[src/rtl/dct8_pkg.sv]
package dct8_pkg;
   localparam int NPT        = 8;
   localparam int HALF       = NPT / 2;
   localparam int COEF_W     = 12;
   localparam int TABLE_FRAC = 10;

   // cos(j*pi/16) scaled by 2^TABLE_FRAC, folded into the first quadrant
   function automatic int cos_q(input int j);
      int a;
      int sgn;
      int mag;
      a   = j % 32;
      sgn = 1;
      if (a > 16) a = 32 - a;
      if (a > 8) begin
         a   = 16 - a;
         sgn = -1;
      end
      case (a)
         0:       mag = 1024;
         1:       mag = 1004;
         2:       mag = 946;
         3:       mag = 851;
         4:       mag = 724;
         5:       mag = 569;
         6:       mag = 392;
         7:       mag = 200;
         default: mag = 0;
      endcase
      return sgn * mag;
   endfunction

   // constant applied to folded term k for output row n
   function automatic int half_coef(input int n, input int k);
      if (n == 0) return cos_q(4);
      return cos_q(n * (2 * k + 1));
   endfunction
endpackage

[src/rtl/dct8_prestage.sv]
module dct8_prestage
   import dct8_pkg::*;
#(
   parameter  int PIX_W = 8,
   localparam int SUM_W = PIX_W + 2
) (
   input  logic                          clk,
   input  logic                          rst_n,
   input  logic                          in_valid,
   input  logic [NPT*PIX_W-1:0]          in_pix,
   output logic                          pre_valid,
   output logic [HALF-1:0][SUM_W-1:0]    sum_q,
   output logic [HALF-1:0][SUM_W-1:0]    dif_q
);
   // the offset of both mirrored samples, removed from each sum
   localparam logic [SUM_W-1:0] MID2 = SUM_W'(1) << PIX_W;

   logic [HALF-1:0][SUM_W-1:0] sum_d;
   logic [HALF-1:0][SUM_W-1:0] dif_d;

   for (genvar k = 0; k < HALF; k++) begin : g_fold
      logic [PIX_W-1:0] lo;
      logic [PIX_W-1:0] hi;
      assign lo = in_pix[k*PIX_W +: PIX_W];
      assign hi = in_pix[(NPT-1-k)*PIX_W +: PIX_W];
      assign sum_d[k] = SUM_W'(lo) + SUM_W'(hi) - MID2;
      assign dif_d[k] = SUM_W'(lo) - SUM_W'(hi);
   end

   always_ff @(posedge clk or negedge rst_n) begin
      if (!rst_n) begin
         pre_valid <= 1'b0;
         sum_q     <= '0;
         dif_q     <= '0;
      end else begin
         pre_valid <= in_valid;
         if (in_valid) begin
            sum_q <= sum_d;
            dif_q <= dif_d;
         end
      end
   end
endmodule

[src/rtl/dct8_rowsum.sv]
module dct8_rowsum
   import dct8_pkg::*;
#(
   parameter  int SUM_W         = 10,
   parameter  int FRAC_W        = 10,
   parameter  int ROW           = 0,
   parameter  bit ROUND_NEAREST = 1'b1,
   localparam int ACC_W         = SUM_W + COEF_W + 2,
   localparam int OUT_W         = ACC_W - FRAC_W
) (
   input  logic                       clk,
   input  logic                       rst_n,
   input  logic                       en,
   input  logic [HALF-1:0][SUM_W-1:0] vec,
   output logic [OUT_W-1:0]           coef
);
   logic signed [ACC_W-1:0] prod [HALF];
   logic signed [ACC_W-1:0] acc;
   logic signed [ACC_W-1:0] rnd;
   logic        [OUT_W-1:0] coef_d;

   for (genvar k = 0; k < HALF; k++) begin : g_mul
      localparam logic signed [ACC_W-1:0] CK = ACC_W'(half_coef(ROW, k));
      logic signed [SUM_W-1:0] sv;
      assign sv      = vec[k];
      assign prod[k] = sv * CK;
   end

   always_comb begin
      acc = '0;
      for (int k = 0; k < HALF; k++) acc = acc + prod[k];
   end

   if (ROUND_NEAREST) begin : g_round
      localparam logic signed [ACC_W-1:0] HALF_LSB = ACC_W'(1) << (FRAC_W - 1);
      assign rnd = acc + HALF_LSB;
   end else begin : g_trunc
      assign rnd = acc;
   end

   assign coef_d = OUT_W'(rnd >>> FRAC_W);

   always_ff @(posedge clk or negedge rst_n) begin
      if (!rst_n)  coef <= '0;
      else if (en) coef <= coef_d;
   end
endmodule

[src/rtl/dct8_ee.sv]
module dct8_ee
   import dct8_pkg::*;
#(
   parameter  int PIX_W         = 8,
   parameter  int FRAC_W        = 10,
   parameter  bit ROUND_NEAREST = 1'b1,
   localparam int SUM_W         = PIX_W + 2,
   localparam int ACC_W         = SUM_W + COEF_W + 2,
   localparam int OUT_W         = ACC_W - FRAC_W
) (
   input  logic                   clk,
   input  logic                   rst_n,
   input  logic                   in_valid,
   input  logic [NPT*PIX_W-1:0]   in_pix,
   output logic                   out_valid,
   output logic [NPT*OUT_W-1:0]   out_coef
);
   if (FRAC_W != TABLE_FRAC) begin : g_bad_frac
      $error("dct8_ee: FRAC_W must match the constant table scale");
   end
   if (PIX_W < 2 || PIX_W > 16) begin : g_bad_pix
      $error("dct8_ee: PIX_W out of supported range");
   end

   logic                       pre_valid;
   logic [HALF-1:0][SUM_W-1:0] sum_q;
   logic [HALF-1:0][SUM_W-1:0] dif_q;
   logic                       res_valid;

   dct8_prestage #(.PIX_W(PIX_W)) u_pre (
      .clk       (clk),
      .rst_n     (rst_n),
      .in_valid  (in_valid),
      .in_pix    (in_pix),
      .pre_valid (pre_valid),
      .sum_q     (sum_q),
      .dif_q     (dif_q)
   );

   for (genvar n = 0; n < NPT; n++) begin : g_row
      logic [HALF-1:0][SUM_W-1:0] src;
      if (n % 2 == 0) begin : g_even
         assign src = sum_q;
      end else begin : g_odd
         assign src = dif_q;
      end
      dct8_rowsum #(
         .SUM_W         (SUM_W),
         .FRAC_W        (FRAC_W),
         .ROW           (n),
         .ROUND_NEAREST (ROUND_NEAREST)
      ) u_row (
         .clk   (clk),
         .rst_n (rst_n),
         .en    (pre_valid),
         .vec   (src),
         .coef  (out_coef[n*OUT_W +: OUT_W])
      );
   end

   always_ff @(posedge clk or negedge rst_n) begin
      if (!rst_n) res_valid <= 1'b0;
      else        res_valid <= pre_valid;
   end

   assign out_valid = res_valid;
endmodule

[config.mk]
export PLATFORM = sky130hd
export DESIGN_NAME = dct8_ee
export DESIGN_NICKNAME = d
export VERILOG_FILES = /design/src/rtl/dct8_pkg.sv /design/src/rtl/dct8_prestage.sv /design/src/rtl/dct8_rowsum.sv /design/src/rtl/dct8_ee.sv
export SDC_FILE = /design/constraint.sdc
export NUM_CORES = 2
export LEC_CHECK = 0
export ABC_CLOCK_PERIOD_IN_PS = 10500
export BUFFER_PORTS_ARGS = -buffer_cell sky130_fd_sc_hd__clkbuf_2
export CAP_MARGIN = 10
export CORE_ASPECT_RATIO = 0.8
export CORE_MARGIN = 4
export CORE_UTILIZATION = 59
export DETAILED_ROUTE_END_ITERATION = 8
export MAX_ROUTING_LAYER = met4
export PLACE_DENSITY = 0.78
export SLEW_MARGIN = 20
export SYNTH_ARGS = -nofsm -noshare
export SYNTH_HDL_FRONTEND = slang
export SYNTH_HIERARCHICAL = 1
export SYNTH_SLANG_ARGS = --single-unit
[constraint.sdc]
create_clock -name clk -period 10.5 [get_ports clk]
set_clock_uncertainty 0.05 [all_clocks]
set_input_delay 2.1 -clock clk [delete_from_list [all_inputs] [get_ports clk]]
set_output_delay 2.1 -clock clk [all_outputs]
set_load 0.05 [all_outputs]
After elaboration in Yosys (flattened, before gate mapping)
Cells that the tools add are included.
{"block": "word_totals", "reg_bits": 190, "output_inout_bits": 113}
{"block": "op_classes", "n_addsub": 44, "n_mul": 30}
{"cell": "adder 24 bit", "n": 24}
{"cell": "adder 24 x 11 -> 24 bit (second input constant)", "n": 8}
{"cell": "multiplier 9 x 11 -> 20 bit (second input constant)", "n": 8}
{"cell": "multiplier 10 x 9 -> 19 bit (second input constant)", "n": 6}
{"cell": "multiplier 10 x 10 -> 20 bit (second input constant)", "n": 4}
{"cell": "multiplier 9 x 9 -> 18 bit (second input constant)", "n": 4}
{"cell": "multiplier 10 x 7 -> 17 bit (second input constant)", "n": 4}
{"cell": "multiplier 9 x 6 -> 15 bit (second input constant)", "n": 4}
{"cell": "subtractor 10 x 9 -> 10 bit (second input constant)", "n": 4}
{"cell": "adder 8 x 8 -> 9 bit", "n": 4}
{"cell": "subtractor 8 x 8 -> 9 bit", "n": 4}

Longest topological paths before layout
{"block": "logic_depth", "depth_word": 5, "ltp_mapped": 35, "ltp_nobuf": 35}

By module
Netlist, hierarchy kept.
{"module": "dct8_rowsum at g_row[4].u_row", "area_per_inst_um2": 9739.3, "cells_each": 1047, "n_inst": 1, "seq_area_each_um2": 350.3}
{"module": "dct8_rowsum at g_row[6].u_row", "area_per_inst_um2": 9634.2, "cells_each": 1063, "n_inst": 1, "seq_area_each_um2": 350.3}
{"module": "dct8_rowsum at g_row[2].u_row", "area_per_inst_um2": 9516.6, "cells_each": 1015, "n_inst": 1, "seq_area_each_um2": 350.3}
{"module": "dct8_rowsum at g_row[3].u_row", "area_per_inst_um2": 9460.3, "cells_each": 924, "n_inst": 1, "seq_area_each_um2": 350.3}
{"module": "dct8_rowsum at g_row[7].u_row", "area_per_inst_um2": 9287.7, "cells_each": 920, "n_inst": 1, "seq_area_each_um2": 350.3}
{"module": "dct8_rowsum at g_row[1].u_row", "area_per_inst_um2": 9087.5, "cells_each": 982, "n_inst": 1, "seq_area_each_um2": 350.3}
{"module": "dct8_rowsum at g_row[0].u_row", "area_per_inst_um2": 8969.9, "cells_each": 984, "n_inst": 1, "seq_area_each_um2": 350.3}
{"module": "dct8_rowsum at g_row[5].u_row", "area_per_inst_um2": 7945.1, "cells_each": 812, "n_inst": 1, "seq_area_each_um2": 350.3}
{"module": "dct8_prestage", "area_per_inst_um2": 5587.9, "cells_each": 614, "n_inst": 1, "seq_area_each_um2": 1826.8}
{"module": "dct8_ee", "area_per_inst_um2": 25.0, "cells_each": 1, "n_inst": 1, "seq_area_each_um2": 25.0}

Worst setup path after synthesis
Ideal clock, no wire load.
{"block": "synth_path", "path_kind": "reg-to-reg", "from": "register u_pre/dif_q[8] (netlist name)", "to": "register g_row[1].u_row.coef[7]", "t_required_ns": 10.381, "stages_incl_launch_ff": 31, "path_slack_ns": 2.004, "arrival_ns": 8.377, "setup_time_ns": 0.069, "synth_period_minus_slack_ns": 8.496, "path_buffers": 1, "path_cell_list": "dfrtp_1 buf_4 ha_1 inv_1 fa_1 inv_1 fa_1 fa_1 inv_1 ha_1 or2_2 a21oi_1 nor2_1 xnor2_1 ha_1 fa_1 inv_1 fa_1 fa_1 inv_1 fa_1 inv_1 fa_1 inv_1 ha_1 and4_4 and3_1 a21oi_2 a31oi_2 or3_1 nand3_1"}
{"block": "synth_between", "elab_chain_len": 5}
{"element": "multiplier 9 x 9 -> 18 bit", "line_no": "dct8_rowsum.sv:26", "source": "assign prod[k] = sv * CK;"}
{"element": "adder 24 bit (3 in a row)", "line_no": "dct8_rowsum.sv:31", "source": "for (int k = 0; k < HALF; k++) acc = acc + prod[k];"}
{"element": "adder 24 x 11 -> 24 bit", "line_no": "dct8_rowsum.sv:36", "source": "assign rnd = acc + HALF_LSB;"}
{"element": "end signal, assigned", "line_no": "dct8_rowsum.sv:45", "source": "else if (en) coef <= coef_d;"}
{"element": "end, declared", "line_no": "dct8_rowsum.sv:15", "source": "output logic [OUT_W-1:0] coef"}
Every way passes these cells.
A chain may end at the register's enable or synchronous reset.

Final worst setup path
{"block": "layout_path", "from": "register u_pre/dif_q[16] in the netlist's numbering", "to": "register g_row[3].u_row.coef[12]"}
{"block": "layout_between", "elab_chain_len": 5}
{"element": "start, declared", "line_no": "dct8_prestage.sv:13", "source": "output logic [HALF-1:0][SUM_W-1:0] dif_q"}
{"element": "start signal, assigned", "line_no": "dct8_prestage.sv:39", "source": "dif_q <= dif_d;"}
{"element": "multiplier 9 x 6 -> 15 bit", "line_no": "dct8_rowsum.sv:26"}
{"element": "adder 24 bit (3 in a row)", "line_no": "dct8_rowsum.sv:31"}
{"element": "adder 24 x 11 -> 24 bit", "line_no": "dct8_rowsum.sv:36"}
{"element": "end signal, assigned", "line_no": "dct8_rowsum.sv:45"}
{"element": "end, declared", "line_no": "dct8_rowsum.sv:15"}
Every way passes these cells.

==> flow_metrics.py <==
metrics = {
    "synth": {
        "synth-seq-cells": 186,
        "synth-seq-area-share_pct": 5.873,
        "synthCells": 8362,
        "synth_top_family_by_area": "adder cells",
        "syn_area_um2": 79250,
        "yosysUniqueCellTypes": 118,
        "yosys.area_share.simple_pct": 6.460,
        "avgSynthCellArea_um2": 9.478,
        "synth_ff_type": "dfrtp_1",
        "synth-compound-area-share_pct": 9.798,
        "synthXorXnorAreaFrac_pct": 4.929,
        "synth_nets": 11547,
        "synth_enable_flop_cells": 0,
        "ys_async_sr_fraction_pct": 100.0,
        "synth_warnings": 6,
        "synth_fa_ha_area_share_pct": 60.27,
        "synth_mux_area_share_pct": 1.254,
    },
    "worst_setup_path": {
        "cp-start-kind": "flop",
        "worst-endpoint-arrival_ns": 9.31,
        "worstPathMaxFanout": 15,
        "end_kind": "flop",
        "cp_common_cell": "fa_1",
        "crit_required_ns": 10.90,
        "cp_slowest_cell": "dfrtp_1",
        "ff2ff_path_depth": 29,
        "max_stage_delay_ns": 0.84,
        "worstSetupPathType": "flop to flop",
    },
    "clock_tree": {
        "htreeDepth": 4,
        "cts_root_buf": "clkbuf_16",
        "cts.sinks": 186,
        "numCtsBuffers": 17,
        "clockBufferDepth": 2,
        "postCtsSetupRepairBufs": 0,
        "clk_pin_slew_worst_paths_ns": 0.10,
        "cts_resized": 0,
        "cts_tree": "done",
        "insertion_delay_ns": 0.59,
        "postCtsHoldBufs": 0,
    },
    "worst_hold_path": {
        "hold_path.class": "flop to flop",
        "worstHoldPathCells": 2,
    },
    "route": {
        "drtIter0Drc": 3828,
        "ant_nets": 0,
        "viasPerCell": 5.549,
        "routed_wl_um": 203600,
        "wl_per_cell_um": 19.70,
        "drcViolationCount": 0,
        "vias": 57370,
        "first_pass_iters": 6,
    },
    "placed_design": {
        "dpl.hpwl_um": 175500,
        "gp_congestion": 0.9826,
        "port_buffers": 179,
    },
    "timing": {
        "fmax_ghz": 0.1122,
        "tightest_slew_ns": 1.088,
        "setup_violations": 0,
        "setup_tns_ns": 0,
        "fin_crit_ns": 8.915,
        "maxSlewViolCount": 0,
        "rsz0062_at_grt": "false",
        "hold_viol": 0,
        "max-slew-margin-rel_pct": 27.44,
        "fin_crit_sh_pct": 84.90,
    },
    "global_routing": {
        "grtUsageTotal_pct": 30.79,
        "antenna_found_initial": 3,
        "grt_overflow_total": 0,
        "grt_pass1_vias": 60154,
        "grt_max_degree": 75,
        "grt_first_pass_wirelength_um": 327700,
    },
    "layout": {
        "most-common-layout-cells": "2302 x inv_1, 1952 x ha_1, 1166 x fa_1, 309 x xnor2_1, 302 x a21oi_1",
        "layout_commonest_cell": "inv_1",
        "drive_above_1_share_pct": 5.815,
        "fin_nets": 11753,
        "area.growth.synth_to_final_pct": 4.990,
    },
    "die": {
        "initial_utilization_pct": 59.81,
        "die_area_um2": 140300,
        "top_level_ports": 180,
        "num_rows": 119,
        "core_um2": 132500,
        "dieHeight_um": 335.8,
        "fp.dieW_um": 417.8,
    },
    "job": {
        "cap_violations": 0,
    },
    "status": {
        "status": "finished, final reports clean",
    },
}
cells in the mapped netlist, types with 10 or more instances:
| cell type | n | area, um^2 |
|---|---|---|
| o211ai_1 | 37 | 277.8 |
| mux2_2 | 58 | 653.1 |
| buf_2 | 14 | 70.07 |
| a211oi_1 | 30 | 225.2 |
| o2bb2ai_1 | 15 | 131.4 |
| ha_1 | 1952 | 24420 |
| o21ai_0 | 189 | 945.9 |
| mux2i_1 | 25 | 250.2 |
| a21o_1 | 100 | 750.7 |
| o21bai_1 | 35 | 262.8 |
| buf_4 | 11 | 82.58 |
| nand2b_1 | 54 | 337.8 |
| a31oi_1 | 23 | 143.9 |
| clkbuf_1 | 34 | 127.6 |
| o31a_1 | 12 | 105.1 |
| o21ai_1 | 32 | 160.2 |
| or2_2 | 19 | 118.9 |
| inv_1 | 2303 | 8645 |
| nor2b_1 | 65 | 406.6 |
| nor3_1 | 73 | 365.4 |
| xor2_1 | 137 | 1200 |
| nor3b_1 | 16 | 120.1 |
| a221oi_1 | 17 | 148.9 |
| o2111ai_1 | 12 | 105.1 |
| nand4_1 | 23 | 143.9 |
| a21oi_1 | 302 | 1511 |
| o31ai_1 | 31 | 232.7 |
| nand3b_1 | 14 | 105.1 |
| nand3_1 | 81 | 405.4 |
| fa_1 | 1166 | 23340 |
| nand2_1 | 225 | 844.6 |
| o21a_1 | 82 | 615.6 |
| xnor2_1 | 309 | 2706 |
| nor2_1 | 287 | 1077 |
| and2_1 | 15 | 93.84 |
| or3_1 | 36 | 225.2 |
| a21oi_2 | 18 | 157.7 |
| a21boi_0 | 10 | 75.07 |
| and3_1 | 28 | 175.2 |
| a211o_1 | 10 | 87.58 |
| dfrtp_1 | 186 | 4654 |
registers in the layout, indices dropped and copies added, names as in the netlist:
signal            cells
g_row.u_row/coef    112
u_pre/pre_valid       1
u_pre/dif_q          34
u_pre/sum_q          38
out_valid             1
stage by stage:
stage / area, um^2 / std cells / setup slack (ns) / hold slack [ns] / utilization, %
5_1_grt: 83210 / 10338 / 1.122 / 0.4774 / 62.79
6_report: 83210 / 10338 / 1.585 / 0.4394 / 62.79
4_1_cts: 83200 / 10335 / 1.586 / 0.4450 / 62.78
3_3_place_gp: 82610 / 10303 / 1.656 / 0.4146 / 62.34
3_5_place_dp: 82610 / 10303 / 1.619 / 0.4272 / 62.34
2_1_floorplan: 79250 / 8362 / 2.004 / 0.6689 / -
cell type report:
cell class	count	area, um^2
tap	1754	2195
fill	10910	49310
clock inverter	15	158.9
antenna	3	7.507
clock buffer	17	425.4
multi-input combinational	5791	65550
timing repair buffer	260	1520
sequential	186	4673
inverter	2312	8678
worst paths after layout:
path	endpoint	slack, ns	start
setup / recovery	g_row[3].u_row/coef[12]	1.59	u_pre/dif_q[16]
max in group asynchronous	u_pre/pre_valid	7.59	rst_n
min in group asynchronous	g_row[5].u_row/coef[0]	1.44	rst_n
setup reg to reg	g_row[3].u_row/coef[12]	1.59	u_pre/dif_q[16]
hold / removal	g_row[2].u_row/coef[5]	0.44	g_row[2].u_row/coef[5]
hold reg to reg	g_row[2].u_row/coef[5]	0.44	g_row[2].u_row/coef[5]
worst max-delay path: cells and delay by family, from the launching register on:
kind / cells / cell delay (ns)
compound gates: 9 / 1.58
xor+xnor: 1 / 0.17
fa+ha+maj: 12 / 5.52
buf+inv: 5 / 0.25
flops: 1 / 0.84
simple gates: 2 / 0.35
per-layer routing:
metal  part of all wire, %  track usage (%)  up-vias
li1                      -                -    27152
met1                    46            42.81    28468
met2                    43            45.73     1487
met3                   6.6            5.175      263
met4                   3.8            10.67        0
met5                     0                -        -
cells by family (layout without fill, tap and decap cells):
| group | count (synthesis) | count (layout) |
|---|---|---|
| multiplexers | 89 | 89 |
| AND/OR/NAND/NOR | 1014 | 1014 |
| flip-flops | 186 | 186 |
| buffers and inverters | 2385 | 2604 |
| adder cells (fa/ha/maj) | 3118 | 3118 |
| XOR/XNOR | 446 | 446 |
| other | 0 | 3 |
| AO/OA/AOI/OAI | 1124 | 1124 |
Power is not shown: default switching activity piles up to over one toggle a cycle in this logic, so the estimate is an artifact.
